--- src/rtl/e1sa_pkg.sv ---
package e1sa_pkg;
  // collection tracker: halted, waiting for a window start, collecting a window
  typedef enum logic [1:0] {TRK_HOLD, TRK_SYNC, TRK_RUN} trk_state_t;
  localparam int STAT_READY_BIT = 0;
  localparam int STAT_HALT_BIT  = 1;
endpackage

--- src/rtl/e1sa_frame_track.sv ---
module e1sa_frame_track
  import e1sa_pkg::*;
#(
  parameter int FRAMES = 32,
  localparam int FW = $clog2(FRAMES)
) (
  input  logic          clk,
  input  logic          rst,
  input  logic          stb_i,
  input  logic [FW-1:0] frm_i,
  input  logic          crc4_i,
  input  logic          lfa_i,
  input  logic          lmfa_i,
  output logic          halt_o,
  output logic [FW-1:0] pos_o,
  output logic          wr_o,
  output logic          clr_o,
  output logic          pub_o
);
  localparam logic [FW-1:0] LAST = FW'(FRAMES - 1);

  logic [FW-1:0] cnt_q;
  logic          crc_q;
  logic          mode_chg;
  trk_state_t    st_q, st_d;

  always_comb begin
    halt_o   = crc4_i ? lmfa_i : lfa_i;
    mode_chg = crc4_i != crc_q;
    pos_o    = crc4_i ? frm_i : cnt_q;
    clr_o    = halt_o | mode_chg;
    wr_o     = stb_i & ~clr_o & pos_o[0];
    pub_o    = stb_i & ~clr_o & (st_q == TRK_RUN) & (pos_o == LAST);
  end

  always_comb begin
    st_d = st_q;
    if (halt_o)                    st_d = TRK_HOLD;
    else if (mode_chg)             st_d = TRK_SYNC;
    else if (stb_i && pos_o == '0) st_d = TRK_RUN;
    else if (st_q == TRK_HOLD)     st_d = TRK_SYNC;
  end

  always_ff @(posedge clk) begin
    crc_q <= crc4_i;
    if (rst) begin
      cnt_q <= '0;
      st_q  <= TRK_SYNC;
    end else begin
      st_q <= st_d;
      if (stb_i) cnt_q <= (cnt_q == LAST) ? '0 : cnt_q + 1'b1;
    end
  end

  // a halted strobe neither writes the capture buffer nor publishes
  a_r7_halt_blocks: assert property (@(posedge clk) disable iff (rst)
    halt_o |-> (!wr_o && !pub_o));
  // publishing only ever happens at the last frame position
  a_r4_pub_at_last: assert property (@(posedge clk) disable iff (rst)
    pub_o |-> (pos_o == LAST));
  // the cycle after a discard can never publish
  a_r8_no_pub_after_discard: assert property (@(posedge clk) disable iff (rst)
    clr_o |=> !pub_o);
endmodule

--- src/rtl/e1sa_capture.sv ---
module e1sa_capture #(
  parameter int NUM_SA = 5,
  parameter int FRAMES = 32,
  parameter int BYTE_W = 8,
  localparam int FW        = $clog2(FRAMES),
  localparam int SLOTS     = FRAMES / 2,
  localparam int BYTES_PER = SLOTS / BYTE_W,
  localparam int NBITS     = NUM_SA * SLOTS
) (
  input  logic              clk,
  input  logic              rst,
  input  logic              wr_i,
  input  logic              clr_i,
  input  logic [FW-1:0]     pos_i,
  input  logic [NUM_SA-1:0] sa_i,
  output logic [NBITS-1:0]  snap_o
);
  logic [NBITS-1:0] cap_q;
  logic [NBITS-1:0] merged;

  // every bit of the flat image is owned by exactly one (spare bit, slot) pair
  for (genvar gs = 0; gs < NUM_SA; gs++) begin : g_sa
    for (genvar gk = 0; gk < SLOTS; gk++) begin : g_slot
      localparam int BI = (gs * BYTES_PER + gk / BYTE_W) * BYTE_W + (BYTE_W - 1 - gk % BYTE_W);
      localparam logic [FW-1:0] FP = FW'(2 * gk + 1);
      assign merged[BI] = (wr_i && pos_i == FP) ? sa_i[gs] : cap_q[BI];
    end
  end

  always_ff @(posedge clk) begin
    if (rst || clr_i) cap_q <= '0;
    else if (wr_i)    cap_q <= merged;
  end

  // the publish path sees the buffer with the current frame's bit already in place
  assign snap_o = merged;

  // a discard leaves an empty buffer behind
  a_r8_discard_empties: assert property (@(posedge clk) disable iff (rst)
    (clr_i && !wr_i) |=> (cap_q == '0));
endmodule

--- src/rtl/e1sa_host_view.sv ---
module e1sa_host_view
  import e1sa_pkg::*;
#(
  parameter int NREG   = 10,
  parameter int BYTE_W = 8,
  localparam int AW    = $clog2(NREG + 1)
) (
  input  logic                   clk,
  input  logic                   rst,
  input  logic                   pub_i,
  input  logic [NREG*BYTE_W-1:0] snap_i,
  input  logic                   halt_i,
  input  logic                   rd_en_i,
  input  logic [AW-1:0]          rd_addr_i,
  input  logic                   irq_en_i,
  output logic [BYTE_W-1:0]      rd_data_o,
  output logic                   irq_o
);
  localparam logic [AW-1:0] STAT_ADDR = AW'(NREG);

  logic [BYTE_W-1:0]      pub_q [NREG];
  logic [NREG*BYTE_W-1:0] pub_flat;
  logic                   rdy_q, rdy_d;
  logic                   stat_rd;
  logic [BYTE_W-1:0]      stat_b, rd_d;

  for (genvar gi = 0; gi < NREG; gi++) begin : g_flat
    assign pub_flat[gi*BYTE_W +: BYTE_W] = pub_q[gi];
  end

  always_comb begin
    stat_rd                = rd_en_i && (rd_addr_i == STAT_ADDR);
    stat_b                 = '0;
    stat_b[STAT_READY_BIT] = rdy_q;
    stat_b[STAT_HALT_BIT]  = halt_i;
    if (rd_addr_i < STAT_ADDR)       rd_d = pub_q[rd_addr_i];
    else if (rd_addr_i == STAT_ADDR) rd_d = stat_b;
    else                             rd_d = '0;
    if (pub_i)        rdy_d = 1'b1;
    else if (stat_rd) rdy_d = 1'b0;
    else              rdy_d = rdy_q;
  end

  always_ff @(posedge clk) begin
    if (rst) begin
      for (int i = 0; i < NREG; i++) pub_q[i] <= '0;
      rdy_q     <= 1'b0;
      irq_o     <= 1'b0;
      rd_data_o <= '0;
    end else begin
      if (pub_i)
        for (int i = 0; i < NREG; i++) pub_q[i] <= snap_i[i*BYTE_W +: BYTE_W];
      rdy_q <= rdy_d;
      irq_o <= rdy_d & irq_en_i & ~halt_i;
      if (rd_en_i) rd_data_o <= rd_d;
    end
  end

  // the host view holds still between publishes
  a_r2_view_stable: assert property (@(posedge clk) disable iff (rst)
    !pub_i |=> $stable(pub_flat));
  // a status read with no concurrent publish leaves ready low
  a_r3_read_clears: assert property (@(posedge clk) disable iff (rst)
    (stat_rd && !pub_i) |=> !rdy_q);
  // ready only rises through a publish
  a_r6_ready_from_pub: assert property (@(posedge clk) disable iff (rst)
    (!rdy_q && !pub_i) |=> !rdy_q);
  // the interrupt is low after any halted cycle
  a_r9_irq_quiet_halt: assert property (@(posedge clk) disable iff (rst)
    halt_i |=> !irq_o);
endmodule

--- src/rtl/e1_rx_spare_stack.sv ---
module e1_rx_spare_stack #(
  parameter int NUM_SA = 5,
  parameter int FRAMES = 32,
  parameter int BYTE_W = 8,
  localparam int FW        = $clog2(FRAMES),
  localparam int SLOTS     = FRAMES / 2,
  localparam int BYTES_PER = SLOTS / BYTE_W,
  localparam int NREG      = NUM_SA * BYTES_PER,
  localparam int AW        = $clog2(NREG + 1)
) (
  input  logic              clk,
  input  logic              rst,
  input  logic              frm_stb,
  input  logic [FW-1:0]     frm_num,
  input  logic [NUM_SA-1:0] sa_rx,
  input  logic              crc4_en,
  input  logic              lfa,
  input  logic              lmfa,
  input  logic              rd_en,
  input  logic [AW-1:0]     rd_addr,
  output logic [BYTE_W-1:0] rd_data,
  input  logic              irq_en,
  output logic              irq
);
  logic                   halt, wr, clr, pub;
  logic [FW-1:0]          pos;
  logic [NREG*BYTE_W-1:0] snap;

  e1sa_frame_track #(.FRAMES(FRAMES)) u_track (
    .clk(clk), .rst(rst), .stb_i(frm_stb), .frm_i(frm_num), .crc4_i(crc4_en),
    .lfa_i(lfa), .lmfa_i(lmfa), .halt_o(halt), .pos_o(pos), .wr_o(wr),
    .clr_o(clr), .pub_o(pub)
  );

  e1sa_capture #(.NUM_SA(NUM_SA), .FRAMES(FRAMES), .BYTE_W(BYTE_W)) u_cap (
    .clk(clk), .rst(rst), .wr_i(wr), .clr_i(clr), .pos_i(pos), .sa_i(sa_rx),
    .snap_o(snap)
  );

  e1sa_host_view #(.NREG(NREG), .BYTE_W(BYTE_W)) u_host (
    .clk(clk), .rst(rst), .pub_i(pub), .snap_i(snap), .halt_i(halt),
    .rd_en_i(rd_en), .rd_addr_i(rd_addr), .irq_en_i(irq_en),
    .rd_data_o(rd_data), .irq_o(irq)
  );
endmodule

--- config.mk ---
export PLATFORM = sky130hd
export DESIGN_NAME = e1_rx_spare_stack
export DESIGN_NICKNAME = d
export VERILOG_FILES = /design/src/rtl/e1sa_pkg.sv /design/src/rtl/e1sa_frame_track.sv /design/src/rtl/e1sa_capture.sv /design/src/rtl/e1sa_host_view.sv /design/src/rtl/e1_rx_spare_stack.sv
export SDC_FILE = /design/constraint.sdc
export NUM_CORES = 1
export LEC_CHECK = 0
export BUFFER_PORTS_ARGS = -buffer_cell sky130_fd_sc_hd__buf_2
export CAP_MARGIN = 20
export CORE_MARGIN = 2
export CORE_UTILIZATION = 53
export CTS_CLUSTER_DIAMETER = 200
export DETAILED_ROUTE_END_ITERATION = 7
export GPL_ROUTABILITY_DRIVEN = 0
export PLACE_DENSITY = 0.7
export SYNTH_ARGS = -nofsm -noshare
export SYNTH_HDL_FRONTEND = slang
export SYNTH_SLANG_ARGS = --single-unit
--- constraint.sdc ---
create_clock -name clk -period 8 [get_ports clk]
set_input_delay 1.6 -clock clk [delete_from_list [all_inputs] [get_ports clk]]
set_output_delay 1.6 -clock clk [all_outputs]
set_load 0.02 [all_outputs]
== Word level (Yosys, flattened, before mapping) ==
Memory sizes are Yosys's and may differ from the RTL's.
Cells that the tools add are included.
Cells by class
  add/sub/neg operators: 1
  eq/ne operators: 20
  $lt $le $gt $ge: 1
  multiplexer cells: 106
  bitwise operators: 19
  reduce and logical (&&, ||, !) cells: 24
Operators by type and width (number)
  two-way mux 1 bit: 90
  two-way mux 8 bit: 11
  equality test 5 bit, second input constant: 9
  equality test 5 x 4 -> 1 bit, second input constant: 4
  logical AND 1 bit: 18
  bitwise OR 1 bit: 11
  equality test 5 x 3 -> 1 bit, second input constant: 2
  two-way mux 5 bit: 2
  AND 1 bit: 6
  two-way mux 2 bit: 3
  adder 5 x 1 -> 5 bit, second input constant: 1
  equality test 5 x 1 -> 1 bit, second input constant: 1
  equality test 5 x 2 -> 1 bit, second input constant: 1
  logical NOT 5 bit: 1
  equality test 4 bit, second input constant: 1
  < comparator 4 bit, second input constant: 1
  nonzero test 4 bit: 1
  OR reduction 3 bit: 1
  equality test 2 bit, second input constant: 1
  logical NOT 2 bit: 1
  inverter 1 bit: 2
  nonzero test 2 bit: 1
  logical OR 1 bit: 1
  != test 1 bit: 1
Storage, ports and cells
  memories: 1
  word-level logic and storage cells: 180
  RAM bits: 80
  flip-flop bits (word level): 98
Memories
  u_host.pub_q: words 10, width 8, rd ports 1, clocked after memory_dff 0, write ports 10, RTL line e1sa_host_view.sv:21  | logic [BYTE_W-1:0] pub_q [NREG];

== Logic depth before layout (Yosys ltp) ==
Gate-level depths: netlist (run 1).
  word-level depth: 10
  mapped depth: 9
  mapped depth without buffers: 7

== Cells and area by module ==
A second synthesis (run 1) with hierarchy kept.
Unflattened totals
  cells, all modules: 711
  area, all modules: 8589.5 µm²
By module, submodules not included
  e1sa_host_view: area each 4037.6 µm², cells an instance 271, instances 1
  e1sa_capture: area each 4026.4 µm², cells an instance 380, instances 1
  e1sa_frame_track: area each 525.5 µm², cells an instance 60, instances 1

== Least setup slack after synthesis (run 1) ==
OpenSTA, ideal clock, no wires.
  path type: in2reg
  from: input crc4_en
  to: memory u_host.pub_q[0][0], enable pin
  buffers on the path: 2
  required time: 7465 ps
  path slack: 953 ps
  library setup time: 535 ps
  arrival time: 6513 ps
  stages on the path: 6
  cell sequence: buf_2 -> or4b_4 -> buf_6 -> a22oi_4 -> nand2_1 -> o21bai_1
RTL lines
  from (decl): RTL line e1_rx_spare_stack.sv:16  | input logic crc4_en,
  to (decl): RTL line e1sa_host_view.sv:21

==> impl_metrics.env, run 1 <==
export IMPL_yosysSeqAreaShare=0.571
export IMPL_timing_critical_path_slowest_stage_cell="a22oi_4"
export IMPL_met3_usage=0.0493
export IMPL_holdBufCountCts=0
export IMPL_leakagePower_nw=2.62
export IMPL_yosys_area_top_type="edfxtp_1"
export IMPL_grt_pass1_wl_mm=27.9
export IMPL_clock_sink_count=173
export IMPL_cts_htree_levels=4
export IMPL_synth_area_top_cells="edfxtp_1 (32%), dfxtp_1 (25%), a21oi_1 (8.9%)"
export IMPL_worstPathArrival_ns=4.51
export IMPL_vias=5451
export IMPL_finalSetupViolCount=0
export IMPL_slew_viol_final=0
export IMPL_path_delay_family="compound AO/OA/AOI/OAI gates"
export IMPL_worst_r2r_startpoint="u_track.crc_q$_DFF_P_"
export IMPL_worstReg2RegEnd="u_host.pub_q[4][7]$_SDFFCE_PN0P_"
export IMPL_clk_latency_ns=0.43
export IMPL_syn_to_final_growth_pct=9.84
export IMPL_numCtsBuffers=17
export IMPL_synth_compound_area_frac=0.170
export IMPL_tns_ns=0
export IMPL_ys_flop_type="dfxtp_1"
export IMPL_diodes=0
export IMPL_ys_warnings_count=0
export IMPL_cap_violations=0
export IMPL_synthSimpleGateAreaFrac=0.106
export IMPL_grt_max_degree=83
export IMPL_antenna_found_initial=0
export IMPL_fp_dieH_um=123
export IMPL_root_buffer="clkbuf_16"
export IMPL_min_to="u_host.rd_data_o[7]$_SDFFE_PP0P_"
export IMPL_grt_pass1_vias=5319
export IMPL_synth_avg_cell_area_um2=10.9
export IMPL_rsz0062_at_grt="false"
export IMPL_synth_top_family_by_area="compound AO/OA/AOI/OAI gates"
export IMPL_tightest_slew_ns=1.42
export IMPL_initialDrtViolationCount=693
export IMPL_crit_path_cell_trace="buf_2 -> nand4b_1 -> a22oi_4 -> nand2_1 -> o21bai_4 -> buf_4"
export IMPL_start_kind="input port"
export IMPL_cts_clk_slew_worst_paths_ns=0.06
export IMPL_skew_ns=0.00627
export IMPL_crit_buf_inv=2
export IMPL_min_path_cells=2
export IMPL_dieArea_mm2=0.0151
export IMPL_clk_path_buf_depth=2
export IMPL_synthMuxAreaShare=0.0979
export IMPL_cp_max_fo=42
export IMPL_ys_seq_elements=173
export IMPL_ctsResizeCount=0
export IMPL_fmax_mhz=225
export IMPL_totalWireLength_mm=17.5
export IMPL_synth_area_mm2=0.00747
export IMPL_grt_busiest_layer="met2"
export IMPL_cp_end_kind="flop"
export IMPL_synthXorXnorAreaFrac=0.00117
export IMPL_rows=43
export IMPL_final_hold_violation_count=0
export IMPL_ys_types=48
export IMPL_worst_ep_required_time_ns=8.07
export IMPL_grt_usage=0.246
export IMPL_hpwlAfterDp_mm=10.2
export IMPL_layout_drive_gt1_share=0.151
export IMPL_drc=0
export IMPL_r2r_cells=5
export IMPL_slew_headroom=0.0547
export IMPL_fin_crit_sh=0.556
export IMPL_start_util=0.540
export IMPL_die_x_um=123
export IMPL_viasPerCell=6.27
export IMPL_power_total_mw=1.93
export IMPL_hp_class="flop to flop"
export IMPL_ios=31
export IMPL_nets=701
export IMPL_drtPass1Iterations=5
export IMPL_outcome="finished clean"
export IMPL_synth_edf_count=80
export IMPL_cts_setup_buffers=0
export IMPL_grt_ovfl_total=0
export IMPL_synthArstFlopShare=0
export IMPL_final_core_util=0.594
export IMPL_antenna_left=0
export IMPL_min_from="u_host.rd_data_o[7]$_SDFFE_PP0P_"
export IMPL_synth_adder_area_share=0.00335
export IMPL_port_buffers=30
export IMPL_met2_usage=0.403
export IMPL_wl_per_cell_um=20.2
export IMPL_cpPeakStageDelay_ns=0.65
export IMPL_ir_worst_vdd_mv=0.196
export IMPL_path_class="input port to flop"
export IMPL_synth_cells=688
export IMPL_synth_fp_nets=712
export IMPL_min_period_ns=4.45
export IMPL_cts_tree="done"
export IMPL_synth_top_area_frac=0.321
export IMPL_power_density_mw_per_mm2=235
export IMPL_met1_usage=0.315
export IMPL_r2r_slack_ns=4.72
export IMPL_core_area_mm2=0.0138
## stage by stage
stage	std cells	cell area, um2	setup WS [ns]	hold slack (ns)
final	870	8210	3.55	0.462
after floorplan	688	7470	0.953	0.439
after detailed placement	837	7560	2.77	0.458
after global placement	837	7560	2.89	0.448
after global routing	870	8210	3.29	0.491
after CTS	869	8180	3.22	0.468
## sequential cells by signal (all words and copies together), names as in the netlist
signal,flops
u_track.st_q,2
u_host.irq_o,1
u_track.cnt_q,5
u_host.rdy_q,1
u_host.rd_data_o,8
u_host.pub_q,80
u_cap.cap_q,75
u_track.crc_q,1
## layer usage
metal	share of wire	wire length [um]	vias up
li1	-	-	2529
met1	0.42	7310	2643
met2	0.48	8440	241
met3	0.070	1220	38
met4	0.032	559	0
met5	0	0	-
## layout make-up
cell class | count | area (um2)
fillers | 1094 | 5620
flip-flops and latches | 173 | 4260
multi-input cells | 440 | 2850
clock buffers | 22 | 454
well taps | 180 | 225
repair buffers | 37 | 223
clock inverters | 10 | 164
inverters | 8 | 30.0
## tightest hold or removal path, delay by kind of cell (launching register included)
kind | cells | cell delay (ns)
and+or+nand+nor | 1 | 0.06
DFF | 1 | 0.31
AOI/OAI and AO/OA | 1 | 0.05
## how the worst max path moves through the flow
stage / startpoint / to / slack [ns] / depth (start not counted)
final: crc4_en / u_host.pub_q[4][7]$_SDFFCE_PN0P_ / 3.55 / 6
after global routing: crc4_en / u_host.pub_q[1][7]$_SDFFCE_PN0P_ / 3.29 / 6
after CTS: crc4_en / u_host.pub_q[4][7]$_SDFFCE_PN0P_ / 3.22 / 6
after detailed placement: crc4_en / u_host.pub_q[4][7]$_SDFFCE_PN0P_ / 2.77 / 6
after global placement: crc4_en / u_host.pub_q[5][7]$_SDFFCE_PN0P_ / 2.89 / 6
after floorplan: crc4_en / u_host.pub_q[0][0]$_SDFFCE_PN0P_ / 0.95 / 6
## layout by cell type, fill, tap and decap left out, types with 4 or more instances in the layout
cell type,n
a211oi_1,7
a21oi_1,133
a22o_1,4
buf_2,30
buf_4,6
bufinv_16,4
clkbuf_1,4
clkbuf_16,17
dfxtp_1,93
edfxtp_1,80
inv_1,7
mux2_2,9
mux2i_1,27
mux4_2,16
nand2_1,12
nand3_1,61
nand3b_1,5
nor2_1,45
o21ai_0,70
or3b_2,5
## power breakdown
part / switching, mW / total [mW] / leakage, nW / internal, mW
clock network: 0.341 / 0.873 / 0.289 / 0.531
logic: 0.0740 / 0.111 / 0.757 / 0.0367
registers: 0.00696 / 0.948 / 1.57 / 0.941
total: 0.422 / 1.93 / 2.62 / 1.51
## cells by family after synthesis
kind of cell               count (synthesis)
buffers and inverters                     75
AOI/OAI and AO/OA                        232
and+or+nand+nor                          153
DFF                                      173
adders and majority gates                  2
xor gates and xnor gates                   1
muxes                                     52
## cells in the mapped netlist (2+ instances only)
library cell / count
buf_6: 9
or3b_2: 5
nor3b_1: 2
a21oi_1: 133
dfxtp_1: 93
and3b_1: 2
a22oi_1: 2
nand2_1: 12
or3_1: 3
nand3_1: 61
nor2_1: 45
mux4_2: 16
a211oi_1: 7
and3_1: 3
buf_2: 15
clkbuf_1: 41
nand4b_1: 2
buf_4: 2
a222oi_1: 3
nor4_1: 2
nand3b_1: 5
o21ai_0: 72
mux2_2: 9
nand2b_1: 2
ha_1: 2
a22oi_2: 3
o21a_1: 2
mux2i_1: 27
inv_1: 7
a22o_1: 4
edfxtp_1: 80
Note: power is estimated with default switching activity, not from simulation.
==> run 2: changes to the inputs <==
Settings changed: PLACE_DENSITY 0.7 to 0.73.
Clock period 8 ns to 3.9 ns, I/O delays scaled along.
==> impl_metrics.env, run 2 (synthesis results as in run 1) <==
export IMPL_start_kind="input port"
export IMPL_root_buffer="clkbuf_16"
export IMPL_path_class="input port to flop"
export IMPL_vias=5546
export IMPL_worst_ep_required_time_ns=3.97
export IMPL_tightest_slew_ns=0.973
export IMPL_clk_path_buf_depth=2
export IMPL_outcome="finished clean"
export IMPL_finalSetupViolCount=0
export IMPL_cp_max_fo=80
export IMPL_final_common_cell="a21oi_1"
export IMPL_crit_start="crc4_en"
export IMPL_ctsResizeCount=0
export IMPL_syn_to_final_growth_pct=10.7
export IMPL_start_util=0.540
export IMPL_final_cell_mix="a21oi_1 (133), dfxtp_1 (93), edfxtp_1 (80)"
export IMPL_fmax_mhz=352
export IMPL_diodes=0
export IMPL_min_from="u_host.rd_data_o[4]$_SDFFE_PP0P_"
export IMPL_grt_pass1_wl_mm=27.9
export IMPL_rows=43
export IMPL_hpwlAfterDp_mm=10.7
export IMPL_slew_viol_final=0
export IMPL_ir_worst_vdd_mv=0.372
export IMPL_cts_tree="done"
export IMPL_hp_class="flop to flop"
export IMPL_fin_crit_sh=0.729
export IMPL_power_density_mw_per_mm2=476
export IMPL_top_register="u_host.pub_q"
export IMPL_cts_setup_buffers=0
export IMPL_final_fill_count=1108
export IMPL_drtPass1Iterations=6
export IMPL_grt_usage=0.247
export IMPL_r2r_slack_ns=1.36
export IMPL_grt_ovfl_total=0
export IMPL_drc=0
export IMPL_layout_drive_gt1_share=0.166
export IMPL_core_area_mm2=0.0138
export IMPL_seq_area_mm2=0.00426
export IMPL_grt_pass1_vias=5670
export IMPL_worst_r2r_startpoint="u_track.crc_q$_DFF_P_"
export IMPL_die_x_um=123
export IMPL_cts_htree_levels=4
export IMPL_cap_violations=0
export IMPL_slew_headroom=0.351
export IMPL_worstReg2RegEnd="u_host.pub_q[1][7]$_SDFFCE_PN0P_"
export IMPL_antenna_found_initial=0
export IMPL_wl_per_cell_um=20.1
export IMPL_min_to="u_host.rd_data_o[4]$_SDFFE_PP0P_"
export IMPL_multi_input_area_mm2=0.00285
export IMPL_cp_end_kind="flop"
export IMPL_cts_clk_slew_worst_paths_ns=0.06
export IMPL_grt_max_degree=81
export IMPL_min_period_ns=2.84
export IMPL_antenna_left=0
export IMPL_final_hold_violation_count=0
export IMPL_met1_usage=0.291
export IMPL_viasPerCell=6.32
export IMPL_numCtsBuffers=17
export IMPL_met3_usage=0.0562
export IMPL_rsz0062_at_grt="false"
export IMPL_grt_busiest_layer="met2"
export IMPL_min_path_cells=2
export IMPL_totalWireLength_mm=17.6
export IMPL_worstPathArrival_ns=2.91
export IMPL_initialDrtViolationCount=624
export IMPL_place_ws_ns=0.662
export IMPL_tns_ns=0
export IMPL_dieArea_mm2=0.0151
export IMPL_fp_dieH_um=123
export IMPL_holdBufCountCts=0
export IMPL_clk_latency_ns=0.43
export IMPL_r2r_cells=6
export IMPL_dpl_instance_area_mm2=0.00764
export IMPL_stdcell_area_mm2=0.00827
export IMPL_largest_reg_flops=80
export IMPL_fin_ws_ns=1.06
export IMPL_clock_sink_count=173
export IMPL_leakagePower_nw=2.66
export IMPL_met2_usage=0.411
export IMPL_port_buffers=30
export IMPL_nets=709
export IMPL_ios=31
export IMPL_top_regs="u_host.pub_q: 80 flops, u_cap.cap_q: 75 flops, u_host.rd_data_o: 8 flops"
export IMPL_skew_ns=0.00753
-- run 2: changes by cell type in the layout (fill, tap and decap cells not counted) --
cell / change
inv_8: +1
clkinv_1: -1
bufinv_16: -1
clkbuf_16: +1
clkinv_2: +2
buf_12: +1
buf_16: -1
buf_4: +8
clkinvlp_4: +1
clkbuf_1: -3
-- run 2: cell type report --
| cell class | instances | area share |
|---|---|---|
| clock buffers | 20 | 0.0566 |
| clock inverters | 12 | 0.0192 |
| inverters | 8 | 0.00363 |
| multi-input cells | 440 | 0.344 |
| flip-flops and latches | 173 | 0.516 |
| well taps | 180 | 0.0272 |
| repair buffers | 45 | 0.0333 |
-- run 2: layer usage --
layer | wire length (um) | up-vias
met5 | 0 | -
met1 | 7040 | 2698
met4 | 530 | 0
li1 | - | 2554
met2 | 8790 | 247
met3 | 1260 | 47
-- run 2: worst max-delay path by stage --
stage,cells past startpoint,to,slack [ns]
4_1_cts,7,u_host.pub_q[5][5]$_SDFFCE_PN0P_,1.10
3_5_place_dp,7,u_host.pub_q[5][5]$_SDFFCE_PN0P_,0.66
5_1_grt,7,u_host.pub_q[8][6]$_SDFFCE_PN0P_,1.0
2_1_floorplan,6,u_host.pub_q[0][0]$_SDFFCE_PN0P_,0.21
3_3_place_gp,7,u_host.pub_q[4][5]$_SDFFCE_PN0P_,0.72
6_report,7,u_host.pub_q[1][7]$_SDFFCE_PN0P_,1.06
-- run 2: power breakdown --
group	internal, mW	leakage (nW)	switching [mW]
clock network	1.07	0.296	0.697
registers	1.93	1.57	0.0158
logic	0.0760	0.793	0.152
total	3.07	2.66	0.864
-- run 2: critical path, stage by stage --
cell and delay, ns:
buf_2 0.23, or4b_4 0.66, a22oi_4 0.27, buf_4 0.24
nand2_1 0.12, o21bai_4 0.17, buf_12 0.37
-- run 2: metrics by stage --
step | power, mW | utilization | std cells | hold slack, ns
finish | 3.94 | 0.598 | 878 | 0.463
global route | 4.05 | 0.598 | 878 | 0.483
CTS | 3.95 | 0.598 | 878 | 0.462
detailed placement | 2.21 | 0.553 | 846 | 0.451
global placement | 2.20 | 0.553 | 846 | 0.448
floorplan | 2.14 | - | 688 | 0.439
==> run 3: changes to the inputs <==
Settings changed: PLACE_DENSITY 0.73 to 0.7.
Clock period 3.9 ns to 2.9 ns, I/O delays scaled along.
==> impl_metrics.env, run 3 (synthesis results as in run 1) <==
export IMPL_path_class="flop to flop"
export IMPL_worstPathArrival_ns=2.35
export IMPL_ios=31
export IMPL_worst_r2r_startpoint="u_track.crc_q$_DFF_P_"
export IMPL_outcome="finished clean"
export IMPL_finalSetupViolCount=0
export IMPL_r2r_slack_ns=0.71
export IMPL_min_from="irq_en"
export IMPL_final_common_cell="a21oi_1"
export IMPL_start_util=0.540
export IMPL_fin_crit_sh=0.756
export IMPL_hpwlAfterDp_mm=10.3
export IMPL_final_core_util=0.603
export IMPL_grt_max_degree=83
export IMPL_start_kind="flop"
export IMPL_vias=5523
export IMPL_nets=716
export IMPL_final_cell_mix="a21oi_1 (133), dfxtp_1 (93), edfxtp_1 (80)"
export IMPL_cts_clk_slew_worst_paths_ns=0.06
export IMPL_cts_tree="done"
export IMPL_diodes=0
export IMPL_fin_ws_ns=0.707
export IMPL_grt_pass1_wl_mm=27.3
export IMPL_wl_per_cell_um=19.2
export IMPL_skew_ns=0.00647
export IMPL_hp_class="input port to flop"
export IMPL_slew_headroom=0.429
export IMPL_dieArea_mm2=0.0151
export IMPL_die_x_um=123
export IMPL_layout_drive_gt1_share=0.174
export IMPL_min_to="u_host.irq_o$_SDFF_PP0_"
export IMPL_rows=43
export IMPL_antenna_left=0
export IMPL_cp_end_kind="flop"
export IMPL_holdBufCountCts=0
export IMPL_root_buffer="clkbuf_16"
export IMPL_power_density_mw_per_mm2=626
export IMPL_final_fill_count=1099
export IMPL_top_register="u_host.pub_q"
export IMPL_grt_ovfl_total=0
export IMPL_ir_worst_vdd_mv=0.392
export IMPL_totalWireLength_mm=17.0
export IMPL_cts_htree_levels=4
export IMPL_tightest_slew_ns=0.856
export IMPL_min_path_cells=3
export IMPL_cp_max_fo=15
export IMPL_port_buffers=30
export IMPL_clk_latency_ns=0.43
export IMPL_cts_setup_buffers=0
export IMPL_seq_area_mm2=0.00426
export IMPL_drtPass1Iterations=6
export IMPL_grt_usage=0.239
export IMPL_clock_sink_count=173
export IMPL_largest_reg_flops=80
export IMPL_hold_slack_ns=0.372
export IMPL_slew_viol_final=0
export IMPL_antenna_found_initial=0
export IMPL_clk_path_buf_depth=2
export IMPL_cap_violations=0
export IMPL_final_hold_violation_count=0
export IMPL_place_ws_ns=0.314
export IMPL_r2r_cells=4
export IMPL_rsz0062_at_grt="false"
export IMPL_stdcell_count=885
export IMPL_viasPerCell=6.24
export IMPL_drc=0
export IMPL_syn_to_final_growth_pct=11.6
export IMPL_worst_ep_required_time_ns=3.06
export IMPL_ctsResizeCount=0
export IMPL_fmax_mhz=456
export IMPL_leakagePower_nw=2.72
export IMPL_core_area_mm2=0.0138
export IMPL_worstReg2RegEnd="u_host.pub_q[3][5]$_SDFFCE_PN0P_"
export IMPL_placed_cells=853
export IMPL_multi_input_area_mm2=0.00285
export IMPL_numCtsBuffers=17
export IMPL_min_period_ns=2.19
export IMPL_fp_dieH_um=123
export IMPL_grt_pass1_vias=5307
export IMPL_top_regs="u_host.pub_q: 80 flops, u_cap.cap_q: 75 flops, u_host.rd_data_o: 8 flops"
export IMPL_initialDrtViolationCount=631
## run 3: changes by cell type in the layout (fill, tap and decap cells not counted), sizes merged
cell	previous run	this run
bufinv	3	1
clkinv	4	5
clkinvlp	4	0
buf	45	52
clkbuf	20	25
## run 3: cell type report
cell class                 instances  share of cell area
clock buffer                      25              0.0644
multi-input combinational        440               0.341
inverter                           8             0.00360
sequential                       173               0.511
timing repair buffer              52              0.0438
tap                              180              0.0270
clock inverter                     7             0.00855
## run 3: where the power goes
group / internal [mW] / total, mW / switching (mW)
sequential: 2.60 / 2.62 / 0.0206
clock: 1.37 / 2.29 / 0.918
combinational: 0.111 / 0.313 / 0.202
## run 3: worst max-delay path, cell delays in order, from the launching register on
cell,delay (ns)
dfxtp_1,0.34
or4b_4,0.60
a22o_1,0.48
o21ai_0,0.38
a21oi_1,0.12
## run 3: stage by stage
step | setup TNS, ns | power [mW] | area (um2)
finish | 0 | 5.22 | 8340
detailed placement | 0 | 2.98 | 7730
global placement | 0 | 2.97 | 7730
CTS | 0 | 5.25 | 8340
floorplan | -39.49 | 2.87 | 7500
global route | 0 | 5.38 | 8340
## run 3: worst max path at each step
stage,slack [ns],cells past startpoint,startpoint,endpoint
floorplan,-0.49,6,crc4_en,u_host.pub_q[0][0]$_SDFFCE_PN0P_
global placement,0.39,5,frm_stb,u_host.pub_q[0][3]$_SDFFCE_PN0P_
detailed placement,0.31,5,frm_stb,u_host.pub_q[0][4]$_SDFFCE_PN0P_
CTS,0.74,4,u_track.crc_q$_DFF_P_,u_host.pub_q[3][5]$_SDFFCE_PN0P_
global route,0.63,4,u_track.crc_q$_DFF_P_,u_host.pub_q[0][3]$_SDFFCE_PN0P_
finish,0.71,4,u_track.crc_q$_DFF_P_,u_host.pub_q[3][5]$_SDFFCE_PN0P_
## run 3: per-layer routing
| metal | vias to the layer above | GRT usage | wire length (um) |
|---|---|---|---|
| met4 | 0 | 0.0999 | 431 |
| met3 | 42 | 0.0437 | 1130 |
| met5 | - | 0 | 0 |
| met2 | 247 | 0.384 | 8270 |
| li1 | 2563 | - | - |
| met1 | 2671 | 0.320 | 7140 |
